### src/rtl/rmw_pkg.sv
package rmw_pkg;
  localparam int IDX_W = 3;

  localparam logic [IDX_W-1:0] IDX_CTL  = 3'd0;
  localparam logic [IDX_W-1:0] IDX_ADDR = 3'd1;
  localparam logic [IDX_W-1:0] IDX_MASK = 3'd2;
  localparam logic [IDX_W-1:0] IDX_CMP  = 3'd3;
  localparam logic [IDX_W-1:0] IDX_SWP  = 3'd4;

  typedef enum logic [1:0] {
    MODE_OFF       = 2'd0,
    MODE_RMW       = 2'd1,
    MODE_ADDR_ONLY = 2'd2,
    MODE_RSVD      = 2'd3
  } rmw_mode_e;

  typedef enum logic [1:0] {
    ST_IDLE = 2'd0,
    ST_RD   = 2'd1,
    ST_WR   = 2'd2
  } rmw_state_e;
endpackage

### src/rtl/rmw_regs.sv
module rmw_regs
  import rmw_pkg::*;
#(
  parameter int AW = 32,
  parameter int DW = 32
) (
  input  logic             clk,
  input  logic             rst,
  input  logic             cfg_we,
  input  logic [IDX_W-1:0] cfg_idx,
  input  logic [DW-1:0]    cfg_wdata,
  output rmw_mode_e        mode,
  output logic             space_io,
  output logic [AW-1:0]    tgt_addr,
  output logic [DW-1:0]    mask,
  output logic [DW-1:0]    cmp,
  output logic [DW-1:0]    swp
);
  localparam int ALIGN = 2;

  always_ff @(posedge clk) begin
    if (rst) begin
      mode     <= MODE_OFF;
      space_io <= 1'b0;
      tgt_addr <= '0;
      mask     <= '0;
      cmp      <= '0;
      swp      <= '0;
    end else if (cfg_we) begin
      case (cfg_idx)
        IDX_CTL: begin
          mode     <= rmw_mode_e'(cfg_wdata[1:0]);
          space_io <= cfg_wdata[2];
        end
        IDX_ADDR: tgt_addr <= {cfg_wdata[AW-1:ALIGN], {ALIGN{1'b0}}};
        IDX_MASK: mask     <= cfg_wdata;
        IDX_CMP:  cmp      <= cfg_wdata;
        IDX_SWP:  swp      <= cfg_wdata;
        default: ;
      endcase
    end
  end
endmodule

### src/rtl/rmw_match.sv
module rmw_match
  import rmw_pkg::*;
#(
  parameter int AW = 32
) (
  input  rmw_mode_e     mode,
  input  logic          space_io,
  input  logic [AW-1:0] tgt_addr,
  input  logic [AW-1:0] req_addr,
  input  logic          req_io,
  output logic          hit
);
  localparam int ALIGN = 2;

  // Address-only and reserved modes decode as "not armed": those reads pass through.
  logic armed;
  assign armed = (mode == MODE_RMW);
  assign hit   = armed && (req_io == space_io) &&
                 (req_addr[AW-1:ALIGN] == tgt_addr[AW-1:ALIGN]);
endmodule

### src/rtl/rmw_cas.sv
module rmw_cas #(
  parameter int DW = 32
) (
  input  logic [DW-1:0] rd,
  input  logic [DW-1:0] mask,
  input  logic [DW-1:0] cmp,
  input  logic [DW-1:0] swp,
  output logic          match,
  output logic [DW-1:0] merged
);
  logic [DW-1:0] diff;

  for (genvar i = 0; i < DW; i++) begin : g_bit
    assign diff[i]   = mask[i] & (rd[i] ^ cmp[i]);
    assign merged[i] = mask[i] ? swp[i] : rd[i];
  end

  assign match = ~|diff;
endmodule

### src/rtl/rmw_seq.sv
module rmw_seq
  import rmw_pkg::*;
#(
  parameter int AW = 32,
  parameter int DW = 32
) (
  input  logic          clk,
  input  logic          rst,
  input  logic          req_valid,
  output logic          req_ready,
  input  logic [AW-1:0] req_addr,
  input  logic          req_hit,
  output logic          resp_valid,
  output logic [DW-1:0] resp_data,
  output logic          resp_err,
  input  logic          cas_match,
  input  logic [DW-1:0] cas_word,
  output logic          rb_req,
  output logic          rb_we,
  output logic          rb_lock,
  output logic [AW-1:0] rb_addr,
  output logic [DW-1:0] rb_wdata,
  input  logic [DW-1:0] rb_rdata,
  input  logic          rb_ack,
  input  logic          rb_err
);
  localparam int ALIGN = 2;

  rmw_state_e st;
  logic       hit_q;

  always_ff @(posedge clk) begin
    if (rst) begin
      st         <= ST_IDLE;
      hit_q      <= 1'b0;
      req_ready  <= 1'b1;
      resp_valid <= 1'b0;
      resp_data  <= '0;
      resp_err   <= 1'b0;
      rb_req     <= 1'b0;
      rb_we      <= 1'b0;
      rb_lock    <= 1'b0;
      rb_addr    <= '0;
      rb_wdata   <= '0;
    end else begin
      resp_valid <= 1'b0;
      case (st)
        ST_IDLE: begin
          if (req_valid) begin
            req_ready <= 1'b0;
            rb_req    <= 1'b1;
            rb_we     <= 1'b0;
            rb_lock   <= req_hit;
            hit_q     <= req_hit;
            rb_addr   <= req_hit ? {req_addr[AW-1:ALIGN], {ALIGN{1'b0}}} : req_addr;
            st        <= ST_RD;
          end
        end
        ST_RD: begin
          if (rb_err) begin
            rb_req     <= 1'b0;
            rb_lock    <= 1'b0;
            resp_valid <= 1'b1;
            resp_data  <= '0;
            resp_err   <= 1'b1;
            req_ready  <= 1'b1;
            st         <= ST_IDLE;
          end else if (rb_ack) begin
            resp_data <= rb_rdata;
            resp_err  <= 1'b0;
            if (hit_q && cas_match) begin
              rb_we    <= 1'b1;
              rb_wdata <= cas_word;
              st       <= ST_WR;
            end else begin
              rb_req     <= 1'b0;
              rb_lock    <= 1'b0;
              resp_valid <= 1'b1;
              req_ready  <= 1'b1;
              st         <= ST_IDLE;
            end
          end
        end
        ST_WR: begin
          if (rb_ack || rb_err) begin
            rb_req     <= 1'b0;
            rb_we      <= 1'b0;
            rb_lock    <= 1'b0;
            resp_valid <= 1'b1;
            resp_err   <= rb_err;
            req_ready  <= 1'b1;
            st         <= ST_IDLE;
          end
        end
        default: st <= ST_IDLE;
      endcase
    end
  end

  assert_wr_locked_R10: assert property (@(posedge clk) disable iff (rst)
    rb_we |-> (rb_lock && rb_req));

  assert_req_hold_R10: assert property (@(posedge clk) disable iff (rst)
    (rb_req && !rb_ack && !rb_err) |=>
      (rb_req && $stable(rb_addr) && $stable(rb_we) && $stable(rb_wdata)));

  assert_lock_hold_R7: assert property (@(posedge clk) disable iff (rst)
    (rb_lock && !rb_ack && !rb_err) |=> rb_lock);

  assert_lock_start_R7: assert property (@(posedge clk) disable iff (rst)
    $rose(rb_lock) |-> (rb_req && !rb_we));

  assert_resp_released_R8: assert property (@(posedge clk) disable iff (rst)
    resp_valid |-> (!rb_req && !rb_lock && req_ready));

  assert_err_release_R9: assert property (@(posedge clk) disable iff (rst)
    (rb_req && rb_err) |=> (!rb_req && !rb_lock && resp_valid && resp_err));

  assert_one_outstanding_R11: assert property (@(posedge clk) disable iff (rst)
    (req_ready && req_valid) |=> (!req_ready && rb_req));
endmodule

### src/rtl/rmw_unit.sv
module rmw_unit
  import rmw_pkg::*;
#(
  parameter int AW = 32,
  parameter int DW = 32
) (
  input  logic             clk,
  input  logic             rst,
  input  logic             cfg_we,
  input  logic [IDX_W-1:0] cfg_idx,
  input  logic [DW-1:0]    cfg_wdata,
  input  logic             req_valid,
  output logic             req_ready,
  input  logic [AW-1:0]    req_addr,
  input  logic             req_io,
  output logic             resp_valid,
  output logic [DW-1:0]    resp_data,
  output logic             resp_err,
  output logic             rb_req,
  output logic             rb_we,
  output logic             rb_lock,
  output logic [AW-1:0]    rb_addr,
  output logic [DW-1:0]    rb_wdata,
  input  logic [DW-1:0]    rb_rdata,
  input  logic             rb_ack,
  input  logic             rb_err
);
  rmw_mode_e     mode;
  logic          space_io;
  logic [AW-1:0] tgt_addr;
  logic [DW-1:0] mask, cmp, swp;
  logic          hit;
  logic          cas_match;
  logic [DW-1:0] cas_word;

  rmw_regs #(.AW(AW), .DW(DW)) u_regs (
    .clk(clk), .rst(rst), .cfg_we(cfg_we), .cfg_idx(cfg_idx), .cfg_wdata(cfg_wdata),
    .mode(mode), .space_io(space_io), .tgt_addr(tgt_addr),
    .mask(mask), .cmp(cmp), .swp(swp)
  );

  rmw_match #(.AW(AW)) u_match (
    .mode(mode), .space_io(space_io), .tgt_addr(tgt_addr),
    .req_addr(req_addr), .req_io(req_io), .hit(hit)
  );

  rmw_cas #(.DW(DW)) u_cas (
    .rd(rb_rdata), .mask(mask), .cmp(cmp), .swp(swp),
    .match(cas_match), .merged(cas_word)
  );

  rmw_seq #(.AW(AW), .DW(DW)) u_seq (
    .clk(clk), .rst(rst),
    .req_valid(req_valid), .req_ready(req_ready), .req_addr(req_addr), .req_hit(hit),
    .resp_valid(resp_valid), .resp_data(resp_data), .resp_err(resp_err),
    .cas_match(cas_match), .cas_word(cas_word),
    .rb_req(rb_req), .rb_we(rb_we), .rb_lock(rb_lock), .rb_addr(rb_addr),
    .rb_wdata(rb_wdata), .rb_rdata(rb_rdata), .rb_ack(rb_ack), .rb_err(rb_err)
  );
endmodule

### config.mk
export PLATFORM = sky130hd
export DESIGN_NAME = rmw_unit
export DESIGN_NICKNAME = d
export VERILOG_FILES = /design/src/rtl/rmw_pkg.sv /design/src/rtl/rmw_regs.sv /design/src/rtl/rmw_match.sv /design/src/rtl/rmw_cas.sv /design/src/rtl/rmw_seq.sv /design/src/rtl/rmw_unit.sv
export SDC_FILE = /design/constraint.sdc
export NUM_CORES = 1
export LEC_CHECK = 0
export ABC_CLOCK_PERIOD_IN_PS = 2800
export BUFFER_PORTS_ARGS = -buffer_cell sky130_fd_sc_hd__buf_4
export CAP_MARGIN = 5
export CORE_MARGIN = 3
export CORE_UTILIZATION = 57
export CTS_BUF_LIST = sky130_fd_sc_hd__clkbuf_8
export CTS_CLUSTER_SIZE = 40
export DETAILED_ROUTE_END_ITERATION = 8
export PLACE_DENSITY = 0.9
export SLEW_MARGIN = 40
export SYNTH_ARGS = -nofsm -noshare
export SYNTH_HDL_FRONTEND = slang
export SYNTH_HIERARCHICAL = 1
export SYNTH_SLANG_ARGS = --single-unit
### constraint.sdc
create_clock -name clk -period 2.8 [get_ports clk]
set_input_delay 0.28 -clock clk [delete_from_list [all_inputs] [get_ports clk]]
set_output_delay 0.28 -clock clk [all_outputs]
set_load 0.01 [all_outputs]
==> run_results.csv <==
group,metric,value,unit
run_status,outcome,"completed",
placement,dp_hpwl,19.5,mm
cts,cts_inserted_buffers,39,
sta,rsz0062_at_grt,"false",
drt,routedWlPerCell,18.8,um
pwr,power_leakage,5.81,nW
die,fp.dieArea,19600,um^2
worst_setup_path,crit_path_top_delay_cell,"a2111oi_2",
placement,gp_congestion,0.854,
grt,grt_pass1_vias,8368,
pwr,pwr-share-comb,0.119,
sta,fin_skew,0.0122,ns
worst_setup_path,worst-setup-path-type,"flop to flop",
pwr,power_density,567,nW/um^2
worst_setup_path,crit_buf_inv,1,
layout,antenna_cells,0,
cts,cts_tree,"built",
synthesis,syn_area,10200,um^2
cts,holdBufCountCts,20,
cts,cts_resized,0,
drt,drtAntennaViolNets,0,
die,ios,208,
synthesis,syn_inst,1063,
pwr,switching_share,0.255,
die,core,17400,um^2
die,fp.dieH,140,um
placement,io_buffers,207,
pwr,p_int,5.45,mW
layout,fin_area,12900,um^2
worst_setup_path,critPathMaxStageDelay,0.45,ns
hold_path,hp-class,"input port to flop",
drt,initialDrtViolationCount,572,
pwr,pwr-share-seq,0.478,
layout,layout-drive-gt1-share,0.233,
job,maxCapViolations,0,
sta,finalHoldViolations,0,
sta,worst_pin_slew,0.784,ns
drt,routed_wl,28.7,mm
layout,area_growth,26.1,%
worst_setup_path,cp-start-kind,"flop",
cts,clk_pin_slew,0.06,ns
sta,final.setup.tns,0,ns
cts,ctsLongestPathBuffers,3,
die,die_w,140,um
drt,drc_errors,0,
synthesis,synth.avg_cell_area,9.61,um^2
drt,first_pass_iters,5,
pwr,p_clk_frac,0.402,
worst_setup_path,worst_ep_arrival_time,2.92,ns
grt,overflow,0,
cts,htree_levels,2,
cts,cts_setup_buffers,0,
sta,slew_headroom,0.477,
cts,numClockSinks,234,
worst_setup_path,cpLargestDelayFamily,"simple AND/OR/NAND/NOR gates",
placement,placed_cell_area,11900,um^2
grt,grt_max_degree,151,
worst_setup_path,critPathCaptureType,"flop",
worst_setup_path,cp_max_fo,2,
cts,clockRootBuffer,"clkbuf_8",
layout,stdcell_count,1528,
die,initial_core_util,0.587,
pwr,p_switching,1.86,mW
placement,place_inst,1440,
die,num_rows,48,
sta,fmax,0.396,GHz
synthesis,ys_warn_count,6,
grt,grt_use_total,0.283,
sta,setup_violations,0,
layout,nets,1388,
worst_setup_path,path_cells,"xor2_1, a22oi_2, nand4_1, nor4_2, buf_4, nand4b_4, a2111oi_2, mux2i_1, nor2_1",
drt,viasPerCell,5.41,
worst_setup_path,worstPathRequired,3.19,ns
sta,post-route-min-period,2.52,ns
grt,grt_pass1_wl,44.8,mm
synthesis,synth_nets,1175,
cts,clk_latency,0.55,ns
drt,via_count,8269,
pwr,ir_drop,0.000341,V
sta,final_max_slew_viol_count,0,
grt,antenna_found_initial,0,
sta,post-route-period-util,0.901,
## sequential cells by signal, indices dropped and copies added (netlist names)
name / count
u_regs/space_io: 1
u_seq/hit_q: 1
u_seq/rb_req: 1
u_seq/resp_valid: 1
u_regs/cmp: 32
u_seq/rb_wdata: 32
u_regs/mask: 32
u_regs/mode: 2
u_seq/rb_addr: 32
u_seq/st: 2
u_seq/resp_err: 1
u_regs/tgt_addr: 30
u_regs/swp: 32
u_seq/rb_lock: 1
u_seq/req_ready: 1
u_seq/rb_we: 1
u_seq/resp_data: 32
## cell usage in the layout (no fill, tap or decap), types with 3 or more instances in the layout
| master | instances |
|---|---|
| xor2_1 | 53 |
| clkbuf_8 | 51 |
| xnor2_1 | 10 |
| mux2_1 | 16 |
| nor4_1 | 5 |
| mux2_2 | 16 |
| a21oi_1 | 100 |
| nand2_1 | 132 |
| nor2_1 | 37 |
| buf_4 | 218 |
| nor3b_1 | 34 |
| nand3b_1 | 3 |
| nand2b_1 | 162 |
| dfxtp_1 | 234 |
| nand4_1 | 8 |
| ha_1 | 6 |
| a22oi_1 | 15 |
| mux2i_1 | 132 |
| dlygate4sd3_1 | 20 |
| inv_1 | 18 |
## power groups by stage
stage	Combinational (mW)	Sequential [mW]	Clock, mW
finish	0.871	3.50	2.94
global route	0.933	3.51	3.13
CTS	0.860	3.49	2.99
detailed placement	0.832	3.57	0
global placement	0.807	3.56	0
floorplan	0.433	3.58	0
## metal layers
layer | global-route usage | routed length [um] | vias to the layer above
li1 | - | - | 3998
met1 | 0.365 | 12200 | 3904
met2 | 0.487 | 13800 | 318
met3 | 0.0536 | 2010 | 49
met4 | 0.0790 | 631 | 0
met5 | 0 | 0 | -
## worst paths after layout
path / startpoint / to / slack [ns] / depth (start not counted)
hold / removal: req_addr[8] / u_seq/rb_addr[8] / 0.03 / 3
setup / recovery: u_regs/cmp[4] / u_seq/rb_we / 0.28 / 9
setup reg to reg: u_regs/cmp[4] / u_seq/rb_we / 0.28 / 9
hold reg to reg: u_seq/rb_wdata[3] / u_seq/rb_wdata[3] / 0.45 / 2
## worst min-delay path: stages
cell and delay, ns:
buf_4 0.12, nand2_1 0.06, a21oi_1 0.06
## through the flow
stage	setup WS, ns	total power [mW]	hold slack [ns]	util
finish	0.277	7.31	0.0265	0.740
global route	0.120	7.57	0.0143	0.740
CTS	0.266	7.34	0.000761	0.740
global placement	0.273	4.37	0.443	0.682
floorplan	0.766	4.01	0.416	-
detailed placement	0.178	4.40	0.447	0.684
## cell type report
cell class	count	area (um^2)
Inverter	3	11.3
Tap cell	225	282
Clock buffer	50	688
Fill cell	1223	4530
Timing Repair Buffer	243	1920
Sequential cell	234	4680
Clock inverter	18	77.6
Multi-Input combinational cell	755	5230
(Power assumes the default switching activity.)
